$ cat src/rtl/gpio_edge_pkg.sv
package gpio_edge_pkg;
  localparam int REG_W = 32;

  localparam int OFS_DIR  = 'h00;
  localparam int OFS_OD   = 'h04;
  localparam int OFS_DATA = 'h08;
  localparam int OFS_EVT  = 'h0C;
  localparam int OFS_MASK = 'h10;
  localparam int OFS_CTRL = 'h14;

  typedef enum logic [2:0] {
    SEL_NONE, SEL_DIR, SEL_OD, SEL_DATA, SEL_EVT, SEL_MASK, SEL_CTRL
  } rdSel_e;

  typedef struct packed {
    logic wrDir;
    logic wrOd;
    logic wrData;
    logic evtClr;
    logic wrMask;
    logic wrCtrl;
  } wrStrobe_t;
endpackage

$ cat src/rtl/gpio_edge_ctl.sv
module gpio_edge_ctl
  import gpio_edge_pkg::*;
#(
  parameter int ADDR_W = 5
) (
  input  logic              clk,
  input  logic              rstN,
  input  logic [ADDR_W-1:0] busAddr,
  input  logic              busWe,
  output wrStrobe_t         strobe,
  output rdSel_e            rdSel
);
  logic [$bits(wrStrobe_t)-1:0] strobeVec;

  // Offset decode; anything unmatched selects nothing.
  always_comb begin
    rdSel = SEL_NONE;
    case (busAddr)
      ADDR_W'(OFS_DIR):  rdSel = SEL_DIR;
      ADDR_W'(OFS_OD):   rdSel = SEL_OD;
      ADDR_W'(OFS_DATA): rdSel = SEL_DATA;
      ADDR_W'(OFS_EVT):  rdSel = SEL_EVT;
      ADDR_W'(OFS_MASK): rdSel = SEL_MASK;
      ADDR_W'(OFS_CTRL): rdSel = SEL_CTRL;
      default:           rdSel = SEL_NONE;
    endcase
  end

  always_comb begin
    strobe.wrDir  = busWe && (rdSel == SEL_DIR);
    strobe.wrOd   = busWe && (rdSel == SEL_OD);
    strobe.wrData = busWe && (rdSel == SEL_DATA);
    strobe.evtClr = busWe && (rdSel == SEL_EVT);
    strobe.wrMask = busWe && (rdSel == SEL_MASK);
    strobe.wrCtrl = busWe && (rdSel == SEL_CTRL);
  end

  assign strobeVec = strobe;

  // one bus write touches at most one register
  assert_single_strobe_R3: assert property (@(posedge clk) disable iff (!rstN)
    $onehot0(strobeVec));
endmodule

$ cat src/rtl/gpio_edge_dp.sv
module gpio_edge_dp
  import gpio_edge_pkg::*;
#(
  parameter int NPINS       = 32,
  parameter int SYNC_STAGES = 2
) (
  input  logic             clk,
  input  logic             rstN,
  input  wrStrobe_t        strobe,
  input  rdSel_e           rdSel,
  input  logic [NPINS-1:0] wdata,
  input  logic [NPINS-1:0] padIn,
  output logic [NPINS-1:0] rdata,
  output logic [NPINS-1:0] padOe,
  output logic [NPINS-1:0] padOut,
  output logic [NPINS-1:0] padOd,
  output logic             irqOut
);
  localparam int LAST = SYNC_STAGES - 1;

  logic [NPINS-1:0] dirQ, odQ, dataQ, evtQ, maskQ, ctrlQ;
  logic [NPINS-1:0] syncQ [SYNC_STAGES];
  logic [NPINS-1:0] syncCur, prevQ, newEdge, clrMask, dataView;

  // Input synchronizer chain
  generate
    for (genvar s = 0; s < SYNC_STAGES; s++) begin : g_sync
      always_ff @(posedge clk or negedge rstN) begin
        if (!rstN) syncQ[s] <= '0;
        else if (s == 0) syncQ[s] <= padIn;
        else syncQ[s] <= syncQ[(s == 0) ? 0 : s - 1];
      end
    end
  endgenerate

  assign syncCur = syncQ[LAST];

  // Configuration registers
  always_ff @(posedge clk or negedge rstN) begin
    if (!rstN) begin
      dirQ  <= '0;
      odQ   <= '0;
      dataQ <= '0;
      maskQ <= '0;
      ctrlQ <= '0;
    end else begin
      if (strobe.wrDir)  dirQ  <= wdata;
      if (strobe.wrOd)   odQ   <= wdata;
      if (strobe.wrData) dataQ <= wdata;
      if (strobe.wrMask) maskQ <= wdata;
      if (strobe.wrCtrl) ctrlQ <= wdata;
    end
  end

  // Edge detection: falling always counts, rising only in both-edge mode
  assign newEdge = (prevQ & ~syncCur) | (~prevQ & syncCur & ~ctrlQ);
  assign clrMask = strobe.evtClr ? wdata : '0;

  always_ff @(posedge clk or negedge rstN) begin
    if (!rstN) begin
      prevQ <= '0;
      evtQ  <= '0;
    end else begin
      prevQ <= syncCur;
      evtQ  <= (evtQ & ~clrMask) | newEdge;  // a new edge beats a clear
    end
  end

  assign irqOut   = |(evtQ & maskQ);
  assign padOe    = dirQ;
  assign padOut   = dataQ;
  assign padOd    = odQ;
  assign dataView = (syncCur & ~dirQ) | (dataQ & dirQ);

  always_comb begin
    case (rdSel)
      SEL_DIR:  rdata = dirQ;
      SEL_OD:   rdata = odQ;
      SEL_DATA: rdata = dataView;
      SEL_EVT:  rdata = evtQ;
      SEL_MASK: rdata = maskQ;
      SEL_CTRL: rdata = ctrlQ;
      default:  rdata = '0;
    endcase
  end

  // without a clear strobe no pending event is lost
  assert_evt_sticky_R7: assert property (@(posedge clk) disable iff (!rstN)
    !strobe.evtClr |=> ((evtQ & $past(evtQ)) == $past(evtQ)));

  // an edge seen during a clear still leaves its bit set
  assert_edge_beats_clear_R8: assert property (@(posedge clk) disable iff (!rstN)
    strobe.evtClr |=> ((evtQ & $past(newEdge)) == $past(newEdge)));

  // a falling-only pin never gains an event while its sample is high
  assert_fall_only_R6: assert property (@(posedge clk) disable iff (!rstN)
    (|ctrlQ) |=> ((evtQ & ~$past(evtQ) & $past(ctrlQ) & $past(syncCur)) == '0));

  // the output value moves only on a data write
  assert_out_hold_R5: assert property (@(posedge clk) disable iff (!rstN)
    !strobe.wrData |=> $stable(padOut));
endmodule

$ cat src/rtl/gpio_edge_unit.sv
module gpio_edge_unit
  import gpio_edge_pkg::*;
#(
  parameter int ADDR_W      = 5,
  parameter int NPINS       = 32,
  parameter int SYNC_STAGES = 2
) (
  input  logic              clk,
  input  logic              rstN,
  input  logic [ADDR_W-1:0] busAddr,
  input  logic              busWe,
  input  logic [NPINS-1:0]  busWdata,
  output logic [NPINS-1:0]  busRdata,
  input  logic [NPINS-1:0]  padIn,
  output logic [NPINS-1:0]  padOe,
  output logic [NPINS-1:0]  padOut,
  output logic [NPINS-1:0]  padOd,
  output logic              irqOut
);
  wrStrobe_t strobe;
  rdSel_e    rdSel;

  gpio_edge_ctl #(.ADDR_W(ADDR_W)) u_ctl (
    .clk(clk), .rstN(rstN), .busAddr(busAddr), .busWe(busWe),
    .strobe(strobe), .rdSel(rdSel)
  );

  gpio_edge_dp #(.NPINS(NPINS), .SYNC_STAGES(SYNC_STAGES)) u_dp (
    .clk(clk), .rstN(rstN), .strobe(strobe), .rdSel(rdSel),
    .wdata(busWdata), .padIn(padIn), .rdata(busRdata),
    .padOe(padOe), .padOut(padOut), .padOd(padOd), .irqOut(irqOut)
  );
endmodule

$ cat config.mk
export PLATFORM = sky130hd
export DESIGN_NAME = gpio_edge_unit
export DESIGN_NICKNAME = d
export VERILOG_FILES = /design/src/rtl/gpio_edge_pkg.sv /design/src/rtl/gpio_edge_ctl.sv /design/src/rtl/gpio_edge_dp.sv /design/src/rtl/gpio_edge_unit.sv
export SDC_FILE = /design/constraint.sdc
export NUM_CORES = 1
export LEC_CHECK = 0
export BUFFER_PORTS_ARGS = -buffer_cell sky130_fd_sc_hd__buf_2
export CAP_MARGIN = 40
export CORE_UTILIZATION = 60
export CTS_BUF_LIST = sky130_fd_sc_hd__clkbuf_4 sky130_fd_sc_hd__clkbuf_8 sky130_fd_sc_hd__clkbuf_16
export DETAILED_ROUTE_END_ITERATION = 12
export PLACE_DENSITY_LB_ADDON = 0.1
export SYNTH_ARGS = -nofsm -noshare
export SYNTH_HDL_FRONTEND = slang
export SYNTH_SLANG_ARGS = --single-unit
$ cat constraint.sdc
create_clock -name clk -period 3.6 [get_ports clk]
set_clock_uncertainty 0.15 [all_clocks]
set_input_delay 0.72 -clock clk [delete_from_list [all_inputs] [get_ports clk]]
set_output_delay 0.72 -clock clk [all_outputs]
set_load 0.02 [all_outputs]
==> metrics.txt, run 1 <==
status complete, no violations; Unique masters post-synth 38; multi-input combinational cell area 4235 um2; area leader, netlist dfrtp_1; number of synthesized flops with an enable pin 0; Rel. slew slack 0.5025; Final period util 0.9279; most common cell in the synthesized netlist dfrtp_1; Fmax 299.3 MHz; Synth Flop Type dfrtp_1; critical-path cell list a22oi_1 -> nand4_1 -> or4_1 -> buf_2; Core ar. 19020 um2; CTS Sinks 288; Final #Nets 1158; vias post-DR 8270; Slew Limit Fails 0; First DRT Iteration DRCs 556; Synth top area share 0.6091; worst path arrival time 2.47 ns; design area 14250 um2; I/O pin count 201; initial core utilization 0.6222; H-tree Lvls 1; required time of the worst setup path 2.73 ns; count of yosys warnings during synthesis 0; LEAKAGE 6.872 nW; worst reg2reg path startpoint u_dp.syncCur[11]$_DFF_PN0_; Residual DRC 0; Die Width 142.4 um; Routed Antenna Nets 0; area post-placement 13270 um2; Mapped Area 11830 um2; Worst path slowest cell or4_1; Worst R2R Path Depth 3; synthesized flop and latch total 288; Root Driver clkbuf_16; Final Hold Fails 0; critical path's top delay family simple AND/OR/NAND/NOR gates; asr flop ratio synth 1.000; CTS Buffer Depth 3; sequential share of the synthesized area 0.6091; die area 20290 um2; Num CTS Buffers 30; Worst-path clk slew 0.06 ns; WL/cell 22.79 um; Critical Path Source Type flop; Placement Setup Slack 0.3020 ns; top cells by area, synth dfrtp_1 (61%), mux2_2 (9.5%), a221o_1 (4.3%); vias in the first global route 8313; Mapped Cells 863; power per cell area 595.2 nW/um2; CTS tree done; RSZ-0062 raised after global routing no; flop2flop setup slack 2.51 ns; crit path time final 3.341 ns; Pre-antenna DRT Iters 7; Overall Global Routing Usage 0.3139; slew at the pin closest to its max-slew limit 0.7462 ns; Filler cells 1286; post-cts resize count 0; Crit. End Element output pin; largest net degree at the start of global routing 98; max cap viols 0; row cnt 50; CP startpoint u_dp.evtQ[3]$_DFF_PN0_; CP max stage delay 0.63 ns; I/O Buffers 200; crit-path max FO 3; share of layout cells above drive strength 1 0.3884; Syn Area/Cell 13.71 um2; critical path class reg2out; overall power 8.483 mW; HPWL Detailed 21.06 mm; TNS Setup 0 ns; Peak VDD IR 0.0004864 V; Reg area 7207 um2; CTS hold repair buffers 0; Final Setup Violations 0; routed wire length 31.16 mm; first-pass GRT wire length 47.57 mm; remaining global-route overflow 0; n_diodes 0; Hold WC Path Type in2async; Worst Hold Slack 0.05338 ns; initial antenna violation count 0; Clk Latency, worst-skew pair 0.55 ns; post-CTS setup buffer count 0; die extent in y 142.4 um; commonest cells in the netlist dfrtp_1 (288), mux2_2 (100), a221o_1 (51), nand2_1 (49), inv_1 (46); area delta synth->final 20.45%; Mapped Nets 935; via density per instance 6.050; Routability Congestion 0.8368; FF-to-FF End u_dp.evtQ[11]$_DFF_PN0_; Buffers & Inverters on Critical Path 1; Worst Slack Setup Final 0.2594 ns
==> where the power goes <==
part / internal, mW / total, mW / switching [mW] / leakage, nW
clock: 1.81 / 3.03 / 1.23 / 0.498
sequential: 3.65 / 4.02 / 0.365 / 3.45
combinational: 0.644 / 1.43 / 0.789 / 2.93
total: 6.10 / 8.48 / 2.38 / 6.87
==> final cells by class <==
cell class                      count  area share
Multi-Input combinational cell    487      0.2972
Clock buffer                       48     0.06435
Clock inverter                      5    0.004302
Tap cell                          260     0.02283
Sequential cell                   288      0.5057
Timing Repair Buffer              233     0.09358
Inverter                           46     0.01211
==> kinds of logic (layout without fill, tap and decap cells) <==
logic type | Yosys count | after routing | synth area share
AO/OA/AOI/OAI | 149 | 149 | 0.1027
AND/OR/NAND/NOR | 150 | 150 | 0.06440
buffers and inverters | 88 | 332 | 0.03500
flip-flops | 288 | 288 | 0.6091
multiplexers | 188 | 188 | 0.1889
==> routing by layer <==
layer / global-route usage / part of all wire
met5: 0 / 0
met4: 0.1104 / 0.032
met3: 0.05956 / 0.070
met1: 0.4220 / 0.42
met2: 0.5137 / 0.48
==> flip-flops by register name, indices dropped and copies added, names as in the netlist <==
signal / flops
u_dp.ctrlQ: 32
u_dp.syncCur: 32
u_dp.maskQ: 32
u_dp.syncQ: 32
u_dp.padOe: 32
u_dp.padOut: 32
u_dp.evtQ: 32
u_dp.padOd: 32
u_dp.prevQ: 32
==> cells in the final DEF, fill, tap and decap left out, drive strengths merged, types with 16 or more instances in the layout <==
| cell type | n |
|---|---|
| nand2 | 50 |
| inv | 46 |
| clkbuf | 48 |
| dfrtp | 288 |
| o31ai | 16 |
| nor2 | 22 |
| mux2i | 23 |
| a32oi | 16 |
| a221o | 51 |
| nor3 | 37 |
| a22oi | 36 |
| mux2 | 162 |
| buf | 233 |
| nand2b | 17 |
==> how the worst max path moves through the flow <==
stage                         to  slack, ns  cells after the start
floorplan           busRdata[20]       0.56                      7
global placement     busRdata[4]       0.33                      6
detailed placement   busRdata[8]       0.30                      5
CTS                  busRdata[2]       0.30                      7
global route        busRdata[21]       0.21                      8
finish                    irqOut       0.26                      4
==> worst reg2reg max path, stage by stage, from the launching register on <==
cell and delay [ns]:
dfrtp_1 0.41, inv_1 0.10, nor3_1 0.06, a221o_1 0.26
==> through the flow <==
step / instances / util
after floorplan: 863 / -
after global placement: 1314 / 0.6980
after detailed placement: 1314 / 0.6980
after CTS: 1367 / 0.7494
after global routing: 1367 / 0.7494
final: 1367 / 0.7494
(Power assumes the default switching activity.)
==> run 2, diff against run 1 <==
--- a/config.mk
+++ b/config.mk
@@ -7,7 +7,7 @@
 export LEC_CHECK = 0
 export BUFFER_PORTS_ARGS = -buffer_cell sky130_fd_sc_hd__buf_2
 export CAP_MARGIN = 40
-export CORE_UTILIZATION = 60
+export CORE_UTILIZATION = 51
 export CTS_BUF_LIST = sky130_fd_sc_hd__clkbuf_4 sky130_fd_sc_hd__clkbuf_8 sky130_fd_sc_hd__clkbuf_16
 export DETAILED_ROUTE_END_ITERATION = 12
 export PLACE_DENSITY_LB_ADDON = 0.1
==> constraint.sdc (replaced) <==
create_clock -name clk -period 2.8 [get_ports clk]
set_clock_uncertainty 0.15 [all_clocks]
set_input_delay 0.56 -clock clk [delete_from_list [all_inputs] [get_ports clk]]
set_output_delay 0.56 -clock clk [all_outputs]
set_load 0.02 [all_outputs]
==> run 2 against run 1 <==
The run now ends with negative setup slack left. Clock power grew 27%. Via count rose by 1.3%. Total power up 29%.
==> metrics.txt, run 2 (synthesis gave the netlist of run 1 again) <==
remaining global-route overflow 0 (unchanged); vias post-DR 8380 (+1.3%); Rel. slew slack 0.6983 (+0.1958); Worst Slack Setup Final -0.03714 ns (-0.2965 ns); Die Width 154.3 um (+8.3%); Final period util 1.013; critical-path cell list a22oi_2 -> nand4_1 -> or4_4 -> buf_6; vias in the first global route 8612 (+3.6%); Routed Antenna Nets 0 (unchanged); commonest non-fill, non-tap cell in the layout dfrtp_1; required time of the worst setup path 2.09 ns (-0.64 ns); HPWL Detailed 21.46 mm (+1.9%); die area 23810 um2 (+17%); power per cell area 732.5 nW/um2 (+23%); worst path arrival time 2.13 ns (-0.34 ns); I/O pin count 201 (unchanged); initial antenna violation count 1 (+1); Pre-antenna DRT Iters 5 (-2); First DRT Iteration DRCs 548 (-1.4%); Critical Path Source Type flop; first-pass GRT wire length 49.38 mm (+3.8%); Post-Route Utilization 0.6563 (-0.09315); Hold WC Path Type in2reg; critical path class reg2out; die extent in y 154.3 um (+8.3%); Final Hold Fails 0 (unchanged); area delta synth->final 25.95%; H-tree Lvls 1 (unchanged); CTS tree done; CTS Sinks 288 (unchanged); status finished with violations; initial core utilization 0.5210 (-0.1011); Clk Latency, worst-skew pair 0.55 ns (about the same); max cap viols 0 (unchanged); crit-path max FO 2 (-1); slew at the pin closest to its max-slew limit 0.4525 ns (-0.2937 ns); Num CTS Buffers 30 (unchanged); share of layout cells above drive strength 1 0.3940 (+0.005528); Final #Nets 1212 (+4.7%); Routability Congestion 0.8322 (-0.55%); Overall Global Routing Usage 0.2726 (-0.04126); Crit. End Element output pin; RSZ-0062 raised after global routing yes; CP max stage delay 0.51 ns (-0.12 ns); worst reg2reg path startpoint u_dp.evtQ[3]$_DFF_PN0_; LEAKAGE 7.135 nW (+3.8%); Non-Filler Instances 1446 (+5.8%); WL/cell 22.21 um (-2.6%); Slew Limit Fails 0 (unchanged); Peak VDD IR 0.0004544 V (-6.6%); most frequent cells in the layout dfrtp_1 (286), buf_2 (198), mux2_2 (100); via density per instance 5.795 (-4.2%); routed wire length 32.12 mm (+3.1%); I/O Buffers 200 (unchanged); Placement Setup Slack 0.02192 ns (-0.2801 ns); Min-Delay Startpoint busWdata[27]; Final Setup Violations 1 (+1); Worst-path clk slew 0.06 ns (about the same); crit path time final 2.837 ns; Worst path slowest cell or4_4; overall power 10.92 mW (+29%); CP startpoint u_dp.evtQ[3]$_DFF_PN0_; Core ar. 22710 um2 (+19%); Fmax 352.5 MHz; Worst Hold Slack 0.1529 ns (+0.09952 ns); largest net degree at the start of global routing 82 (-16%); Root Driver clkbuf_16; Placed Cells 1357 (+3.3%); CTS Buffer Depth 3 (unchanged); row cnt 55 (+10%); failing checks negative setup slack; Residual DRC 0 (unchanged)
==> run 2: changes by cell type in the layout (fill, tap and decap cells not counted), sizes merged <==
cell	before	now
dlygate4sd3	0	33
clkbuf	48	50
bufinv	1	0
buf	233	252
diode	0	1
==> run 2: final cells by class <==
cell class                      count  area (um2)
Antenna cell                        1       2.502
Clock buffer                       48       942.2
Clock inverter                      4       31.28
Fill cell                        1771        7806
Inverter                           46       172.7
Multi-Input combinational cell    487        4263
Sequential cell                   288        7209
Tap cell                          285       356.6
Timing Repair Buffer              287        1926
==> run 2: path summary, 6_finish.rpt <==
kind                                              end  slack, ns  depth (start not counted)
hold reg to reg            u_dp.syncCur[22]$_DFF_PN0_       0.20                          0
setup reg to reg               u_dp.evtQ[3]$_DFF_PN0_       1.65                          2
max in group asynchronous      u_dp.evtQ[3]$_DFF_PN0_       1.30                          3
setup / recovery                               irqOut      -0.04                          4
min in group asynchronous  u_dp.padOd[13]$_DFFE_PN0P_       0.38                          2
hold / removal             u_dp.maskQ[27]$_DFFE_PN0P_       0.15                          2
==> run 2: critical path, delay by kind of cell (launching register included) <==
family | cells | cell delay (ns)
DFF | 1 | 0.43
AOI/OAI and AO/OA | 1 | 0.30
and+or+nand+nor | 2 | 0.69
buffers and inverters | 1 | 0.15
==> run 2: routing by layer <==
metal / global-route usage / part of all wire / up-vias / wire [um]
li1: - / - / 3740 / -
met2: 0.4494 / 0.48 / 279 / 15430
met4: 0.08298 / 0.027 / 0 / 879
met5: 0 / 0 / - / 0
met3: 0.04063 / 0.048 / 64 / 1552
met1: 0.3761 / 0.44 / 4297 / 14250
==> run 2: metrics by stage <==
step | setup TNS [ns] | cell area (um2)
global route | -0.08246 | 14900
floorplan | 0 | 11830
global placement | 0 | 13500
finish | -0.03714 | 14900
detailed placement | 0 | 13500
CTS | -0.04239 | 14830
==> run 2: report_power, final <==
part / switching (mW) / internal [mW]
Combinational: 1.01 / 0.887
Clock: 1.56 / 2.28
Sequential: 0.474 / 4.70
==> run 2: repair_timing <==
item	in CTS	in global routing
gates cloned	0	2
hold endpoints to repair	84	0
pin swaps	3	2
setup endpoints to repair	1	15
gates resized for setup	7	3
setup buffers	0	1
hold buffers	33	0
==> run 3, diff against run 2 <==
--- a/config.mk
+++ b/config.mk
@@ -7,6 +7,7 @@
 export LEC_CHECK = 0
 export BUFFER_PORTS_ARGS = -buffer_cell sky130_fd_sc_hd__buf_2
 export CAP_MARGIN = 40
+export CORE_ASPECT_RATIO = 2
 export CORE_UTILIZATION = 51
 export CTS_BUF_LIST = sky130_fd_sc_hd__clkbuf_4 sky130_fd_sc_hd__clkbuf_8 sky130_fd_sc_hd__clkbuf_16
 export DETAILED_ROUTE_END_ITERATION = 12
==> run 3 against run 2 <==
The run now ends clean. Sequential power about the same. Sequential cell count unchanged. Largest cell class unchanged. Clock-buffer cell count down 13. Non-clock buffer count down 4. Final cell count down 1.0%. Hold slack better by 0.0060 ns. Clock power up 3%. Via count up 0.37%. Fmax up 1.6%. Routed wire length up 1.9%. Critical path depth up 2. Register-to-register slack better by 0.02 ns.
==> metrics.txt, run 3 (synthesis gave the netlist of run 1 again) <==
status complete, no violations; Fmax 358.1 MHz (+1.6%); required time of the worst setup path 2.09 ns (about the same); die extent in y 217.4 um (+41%); vias in the first global route 8692 (+0.93%); Crit. End Element output pin; Routed Antenna Nets 0 (unchanged); critical path class in2out; Worst R2R Path Depth 2 (unchanged); Peak VDD IR 0.0006719 V (+48%); largest net degree at the start of global routing 75 (-8.5%); vias post-DR 8411 (+0.37%); I/O Buffers 200 (unchanged); overall power 11.05 mW (+1.2%); Hold WC Path Type in2reg; Pre-antenna DRT Iters 4 (-1); die area 23850 um2 (+0.15%); Placement Setup Slack 0.01010 ns (-0.01182 ns); I/O pin count 201 (unchanged); CTS Sinks 288 (unchanged); Core ar. 22740 um2 (+0.13%); routed wire length 32.73 mm (+1.9%); Final #Nets 1204 (-0.66%); max cap viols 0 (unchanged); n_diodes 0 (-1); H-tree Lvls 1 (unchanged); most frequent cells in the layout dfrtp_1 (286), buf_2 (197), mux2_2 (100); Final Setup Violations 0 (-1); row cnt 78 (+42%); commonest non-fill, non-tap cell in the layout dfrtp_1; area post-placement 13560 um2 (+0.39%); area delta synth->final 26.16%; Residual DRC 0 (unchanged); TNS Setup 0 ns (+0.03714 ns); power per cell area 740.1 nW/um2 (+1.0%); via density per instance 5.878 (+1.4%); Die Width 109.7 um (-29%); flop2flop setup slack 1.67 ns (+0.02 ns); RSZ-0062 raised after global routing yes; Num CTS Buffers 26 (-13%); First DRT Iteration DRCs 402 (-27%); CTS Buffer Depth 3 (unchanged); Worst-path clk slew 0.07 ns (about the same); slew at the pin closest to its max-slew limit 0.4686 ns (+0.01607 ns); Root Driver clkbuf_16; crit-path max FO 8 (+6); Routability Congestion 0.8555 (+2.8%); first-pass GRT wire length 50.18 mm (+1.6%); initial core utilization 0.5204 (-0.0006881); Hold Crit Depth 2 (unchanged); share of layout cells above drive strength 1 0.3944 (+0.0004741); Critical Path Source Type input port; CTS tree done; Overall Global Routing Usage 0.2872 (+0.01462); Worst Slack Setup Final 0.007298 ns (+0.04444 ns); Final Hold Fails 0 (unchanged); Final period util 0.9974 (-0.01587); Slew Limit Fails 0 (unchanged); Clk Latency, worst-skew pair 0.54 ns (about the same); LEAKAGE 7.123 nW (-0.17%); Rel. slew slack 0.6876 (-0.01072); initial antenna violation count 1 (unchanged); WL/cell 22.87 um (+3.0%); crit path time final 2.793 ns (-0.04444 ns); HPWL Detailed 22.07 mm (+2.9%); design area 14930 um2 (+0.17%); remaining global-route overflow 0 (unchanged); worst path arrival time 2.08 ns (-0.05 ns)
[run 3: what timing repair did]
action / in CTS / in global routing
gates resized for setup: 7 / 11
hold buffers: 32 / 1
endpoints found under the setup margin: 2 / 5
hold endpoints to repair: 82 / 1
buffers inserted: 1 / 1
pin swaps: 2 / 7
[run 3: per-stage QoR]
stage	cells	utilization	hold slack (ns)
3_5_place_dp	1349	0.5961	0.1847
6_report	1431	0.6565	0.1589
2_1_floorplan	863	-	0.1144
4_1_cts	1429	0.6540	0.001481
3_3_place_gp	1349	0.5961	0.1818
5_1_grt	1431	0.6565	0.1578
[run 3: area by class of cell]
| cell class | count | area (um2) |
|---|---|---|
| inverters | 46 | 172.7 |
| clock buffers | 35 | 767.0 |
| clock inverters | 12 | 188.9 |
| repair buffers | 283 | 1954 |
| well taps | 280 | 350.3 |
| flip-flops and latches | 288 | 7209 |
| multi-input cells | 487 | 4285 |
| fillers | 1778 | 7811 |
[run 3: critical path: stages]
cell,delay [ns]
buf_2,0.15
or4b_2,0.69
buf_4,0.21
nor2_1,0.11
a221o_1,0.17
buf_2,0.19
[run 3: power breakdown]
| part | internal [mW] | leakage [nW] | total (mW) | switching, mW |
|---|---|---|---|---|
| registers | 4.69 | 3.44 | 5.17 | 0.482 |
| clock network | 2.38 | 0.481 | 3.95 | 1.56 |
| logic | 0.906 | 3.20 | 1.93 | 1.02 |
[run 3: per-layer routing]
layer,GRT usage,wire length (um)
met3,0.03885,1451
met4,0.1138,1149
met2,0.5096,17500
met5,0,13
met1,0.3459,12610
[run 3: final timing paths]
check                                    startpoint                         end
setup / recovery                         busAddr[3]                busRdata[26]
hold / removal                         busWdata[20]  u_dp.maskQ[20]$_DFFE_PN0P_
setup reg to reg             u_dp.evtQ[3]$_DFF_PN0_      u_dp.evtQ[3]$_DFF_PN0_
hold reg to reg            u_dp.syncQ[56]$_DFF_PN0_  u_dp.syncCur[24]$_DFF_PN0_
max in group asynchronous                      rstN  u_dp.padOut[1]$_DFFE_PN0P_
min in group asynchronous                      rstN  u_dp.padOd[27]$_DFFE_PN0P_
